[src/rtl/clk_stop_select.sv]
module clk_stop_select #(
  parameter int N_CPU  = 3,
  parameter int N_SDR  = 13,
  parameter int N_PCI  = 6,
  parameter int N_AGP  = 2,
  parameter int N_FIX  = 2,
  parameter int SHR_LO = 8
) (
  input  logic             clk,
  input  logic             rst_n,
  input  logic [3:0]       strap_fs,
  input  logic             strap_mode,
  input  logic             strap_agpsel,
  input  logic [7:0]       freq_cfg,
  input  logic [N_CPU-1:0] cpu_en,
  input  logic             cpu_last_stoppable,
  input  logic [N_SDR-1:0] sdr_en,
  input  logic [N_PCI-1:0] pci_en,
  input  logic [N_AGP-1:0] agp_en,
  input  logic [N_FIX-1:0] fix_en,
  input  logic             cpu_stop_n,
  input  logic             sdr_stop_n,
  input  logic             pci_stop_n,
  input  logic             pd_n,
  input  logic             src_cpu,
  input  logic             src_sdr,
  input  logic             src_pci,
  input  logic             src_agp,
  input  logic             src_fix,
  output logic [N_CPU-1:0] cpu_gate,
  output logic [N_SDR-1:0] sdr_gate,
  output logic [N_PCI-1:0] pci_gate,
  output logic [N_AGP-1:0] agp_gate,
  output logic [N_FIX-1:0] fix_gate,
  output logic             out_tristate,
  output logic [5:0]       freq_code,
  output logic             agp_sel
);

  localparam logic [N_SDR-1:0] SHR_MASK = {{(N_SDR-4){1'b0}}, 4'hF} << SHR_LO;

  logic       done_q, mode_q, agpsel_q;
  logic [3:0] fs_q;

  always_ff @(posedge clk or negedge rst_n) begin
    if (!rst_n) begin
      done_q   <= 1'b0;
      mode_q   <= 1'b0;
      agpsel_q <= 1'b0;
      fs_q     <= '0;
    end else if (!done_q) begin
      done_q   <= 1'b1;
      mode_q   <= strap_mode;
      agpsel_q <= strap_agpsel;
      fs_q     <= strap_fs;
    end
  end

  wire pd_act  = mode_q & ~pd_n;
  wire cpu_go  = ~mode_q | cpu_stop_n;
  wire sdr_go  = ~mode_q | sdr_stop_n;
  wire pci_go  = ~mode_q | pci_stop_n;

  logic [N_CPU-1:0] cpu_want;
  always_comb begin
    for (int i = 0; i < N_CPU; i++)
      cpu_want[i] = cpu_en[i] & ~pd_act &
                    ((i == N_CPU-1) ? (cpu_go | ~cpu_last_stoppable) : cpu_go);
  end

  wire [N_SDR-1:0] sdr_want = sdr_en & ~(mode_q ? SHR_MASK : '0) & {N_SDR{sdr_go & ~pd_act}};
  wire [N_PCI-1:0] pci_want = pci_en & {N_PCI{pci_go & ~pd_act}};
  wire [N_AGP-1:0] agp_want = agp_en & {N_AGP{~pd_act}};
  wire [N_FIX-1:0] fix_want = fix_en & {N_FIX{~pd_act}};

  always_ff @(posedge clk or negedge rst_n) begin
    if (!rst_n) begin
      cpu_gate <= '0;
      sdr_gate <= '0;
      pci_gate <= '0;
      agp_gate <= '0;
      fix_gate <= '0;
    end else if (done_q) begin
      if (!src_cpu) cpu_gate <= cpu_want;
      if (!src_sdr) sdr_gate <= sdr_want;
      if (!src_pci) pci_gate <= pci_want;
      if (!src_agp) agp_gate <= agp_want;
      if (!src_fix) fix_gate <= fix_want;
    end
  end

  assign out_tristate = freq_cfg[0];
  assign freq_code    = freq_cfg[1] ? freq_cfg[7:2] : {2'b00, fs_q};
  assign agp_sel      = agpsel_q;

  p_cpu_edge_r6: assert property (@(posedge clk) disable iff (!rst_n)
    (cpu_gate != $past(cpu_gate)) |-> !$past(src_cpu));
  p_sdr_edge_r6: assert property (@(posedge clk) disable iff (!rst_n)
    (sdr_gate != $past(sdr_gate)) |-> !$past(src_sdr));
  p_pci_edge_r6: assert property (@(posedge clk) disable iff (!rst_n)
    (pci_gate != $past(pci_gate)) |-> !$past(src_pci));
  p_straps_held_r2: assert property (@(posedge clk) disable iff (!rst_n)
    ($past(done_q) && done_q) |-> ($stable(fs_q) && $stable(mode_q) && $stable(agpsel_q)));
  p_shared_off_r8: assert property (@(posedge clk) disable iff (!rst_n)
    mode_q |-> ((sdr_gate & SHR_MASK) == '0));
  p_pd_stops_r10: assert property (@(posedge clk) disable iff (!rst_n)
    $past(done_q && mode_q && !pd_n && !src_cpu) |-> (cpu_gate == '0));
  p_freerun_r7: assert property (@(posedge clk) disable iff (!rst_n)
    $past(done_q && pd_n && cpu_en[N_CPU-1] && !cpu_last_stoppable && !src_cpu)
      |-> cpu_gate[N_CPU-1]);

endmodule

[config.mk]
export PLATFORM = sky130hd
export DESIGN_NAME = clk_stop_select
export DESIGN_NICKNAME = d
export VERILOG_FILES = /design/src/rtl/clk_stop_select.sv
export SDC_FILE = /design/constraint.sdc
export NUM_CORES = 1
export LEC_CHECK = 0
export BUFFER_PORTS_ARGS = -buffer_cell sky130_fd_sc_hd__buf_4
export CAP_MARGIN = 20
export CORE_MARGIN = 2
export CORE_UTILIZATION = 38
export CTS_CLUSTER_DIAMETER = 100
export CTS_CLUSTER_SIZE = 14
export DETAILED_ROUTE_END_ITERATION = 8
export PLACE_DENSITY = 0.74
export SYNTH_ARGS = -nofsm -noshare
export SYNTH_HDL_FRONTEND = slang
export SYNTH_SLANG_ARGS = --single-unit
[constraint.sdc]
create_clock -name clk -period 0.97 [get_ports clk]
set_input_delay 0.291 -clock clk [delete_from_list [all_inputs] [get_ports clk]]
set_output_delay 0.291 -clock clk [all_outputs]
set_load 0.05 [all_outputs]
==> metrics <==
Setup crit end kind=output pin; placed cell areas=2100 um2; final core utilization=77.2%; Leak=0.00135 uW; Pre-Repair DR Iteration Count=5; CP max stage delay=0.42 ns; vias in the first global route=1301; Die X=64.3 um; Setup violations, final=62; CP endpoint=freq_code[3]; CTS Sinks=33; Bufs and invs on worst path=1; Crit Path Max Fanout=2; first-pass GRT wire length=6.03 mm; crit path DAT=1.18 ns; failing checks=setup timing; worst-case reg-to-reg path depth=4; share of the clock period used by the worst path=152%; Levels on crit path=2; Root Buffer=clkbuf_4; Power Dens Cells=1620 nW/um2; CP cell instances=mux2_4 -> buf_6; max cap viols=0; outcome=complete, but fails checks; Syn Inst Count=106; Diodes inserted=0; Placeable Area=3420 um2; DR vias/cell=4.81; Max Fclk=680 MHz; DRT antenna net count=0; share of post-route cells with drive strength above 1=71.7%; total gr overflow=0; worst r2r src=done_q; CTS tree=yes; reg2reg end=pci_gate[2]; sequential share of the synthesized area=59.7%; Final Hold Vio Count=0; CP max-delay cell=dfrtp_1; Clock Tree Buf Depth=2; clock-pin slew on the worst setup and hold paths=0.11 ns; Starting DRT DRC Count=19; Area Overhead vs Synth=90.6%; Mean Syn Cell Area=13.1 um2; Mapped Nets=158; Period minus WS final=1.47 ns; Critical Path RT=0.68 ns; Final Wtd Congestion=0.671; Port Buffers=83; final instance area=2640 um2; total CTS buffers=5; area of the mapped netlist=1380 um2; RSZ-0062 raised after global routing=yes; Die ar.=4140 um2; Ports=86; routed wire length=4.04 mm; YS warnings=0; clock skew=0.0201 ns; crit path from=fs_q[3]; final net count=270; worst reg-to-reg setup slack=-0.14 ns; Storage cell area=830 um2; largest net degree at the start of global routing=34; Initial Util=40.5%; hpwl dp=2.61 mm; fillers=228; VDD IR max=1.02 mV; vias=1274; Clock Latency Late Sink=0.34 ns; setup ws final=-0.500 ns; drt wl/cell=15.2 um; min-delay src=sdr_en[0]; Die Span Y=64.3 um; area of the multi-input gates=689 um2; Crit path max-delay family=flip-flops; Seq cells post-synth=33; min-delay worst type=input port to flip-flop; Rows=21; initial antenna violation count=0; WS Path Type=flip-flop to output pin; startpoint types=flip-flop; Yosys cell types=20; H-tree Lvls=2; Remaining DRCs=0; GRT Util Overall=19.1%; fin. max-slew vios=0
## repair_timing
action	4_1_cts	5_1_grt
pin swaps	12	14
buffers inserted	5	14
hold buffers	1	0
resized for setup	69	21
endpoints found under the hold margin	33	0
gates cloned	2	0
endpoints found under the setup margin	65	65
## cell families (layout without fill, tap and decap cells)
group           count (synthesis)  after routing  synth area share, %
compound gates                 30             31                 18.4
other cells                     1              1                0.271
flops                          33             33                 59.7
mux                            10             10                 8.14
buf+inv                         6            117                 3.34
simple gates                   26             27                 10.2
## where the power goes
part | internal, uW | switching, uW | total (uW)
clock | 355 | 472 | 827
sequential | 1540 | 142 | 1690
combinational | 832 | 939 | 1770
total | 2730 | 1550 | 4280
## cell usage in the layout, fill, tap and decap left out, drive strengths merged, types with 2 or more instances in the layout
| cell | count |
|---|---|
| nor2 | 2 |
| and2 | 2 |
| dfrtp | 33 |
| clkbuf | 7 |
| mux2 | 10 |
| buf | 107 |
| a21oi | 3 |
| nand2b | 11 |
| a22o | 19 |
| nand2 | 11 |
| o21ai | 6 |
## worst reg2reg max path: stages, from the launching register on
cell and delay, ns:
dfrtp_2 0.49, buf_6 0.15, nand2b_4 0.11, a21oi_4 0.06, a22o_1 0.20
## final cells by class
| cell class | instances | share of cell area, % |
|---|---|---|
| Clock buffer | 7 | 2.09 |
| Clock inverter | 1 | 0.285 |
| Timing Repair Buffer | 108 | 37.7 |
| Sequential cell | 33 | 31.5 |
| Multi-Input combinational cell | 69 | 26.1 |
| Tap cell | 46 | 2.18 |
| Inverter | 1 | 0.142 |
## layer usage
layer / vias to the layer above / routed length, um / GRT usage [%] / share of wire [%]
met1: 624 / 1530 / 21.7 / 38
met2: 44 / 2250 / 33.6 / 56
met5: - / 0 / 0 / 0
li1: 602 / - / - / -
met3: 4 / 220 / 5.99 / 5.4
met4: 0 / 36 / 6.91 / 0.89
## stage by stage
| stage | instances | power [uW] | hold WS [ns] | setup slack, ns | TNS, ns |
|---|---|---|---|---|---|
| floorplan | 106 | 2540 | -0.00459 | -0.0250 | -0.397 |
| global placement | 236 | 3030 | 0.246 | -0.229 | -4.07 |
| detailed placement | 236 | 3060 | 0.254 | -0.239 | -4.95 |
| CTS | 252 | 4140 | 0.153 | -0.498 | -10.75 |
| global route | 265 | 4480 | 0.131 | -0.546 | -13.01 |
| finish | 265 | 4280 | 0.153 | -0.500 | -10.28 |
## sequential cells by signal, indices dropped and copies added (netlist names)
signal    count
done_q        1
sdr_gate     13
mode_q        1
pci_gate      6
agp_sel       1
cpu_gate      3
fix_gate      2
agp_gate      2
fs_q          4
## synth_stat cells
library cell | number | area (um2)
dfrtp_1 | 33 | 826
a22o_1 | 19 | 166
nand2_1 | 11 | 41.3
mux2_2 | 10 | 113
nand2b_1 | 8 | 50.1
o21ai_0 | 6 | 30.0
a21oi_4 | 2 | 32.5
and2_1 | 2 | 12.5
buf_4 | 2 | 15.0
buf_6 | 2 | 22.5
nor2_1 | 2 | 7.51
a21bo_2 | 1 | 10.0
a21boi_0 | 1 | 7.51
and2b_1 | 1 | 7.51
buf_2 | 1 | 5.00
conb_1 | 1 | 3.75
inv_1 | 1 | 3.75
nand2b_2 | 1 | 8.76
nand2b_4 | 1 | 13.8
o31ai_1 | 1 | 7.51
## how the worst min path moves through the flow
stage / end / slack (ns) / cells past startpoint
6_report: sdr_gate[0] / 0.15 / 2
5_1_grt: sdr_gate[0] / 0.13 / 2
4_1_cts: sdr_gate[0] / 0.15 / 2
3_5_place_dp: fs_q[2] / 0.25 / 1
3_3_place_gp: pci_gate[0] / 0.25 / 1
2_1_floorplan: agp_gate[0] / -0.005 / 0
No activity file was read; power rests on OpenSTA's default activity.
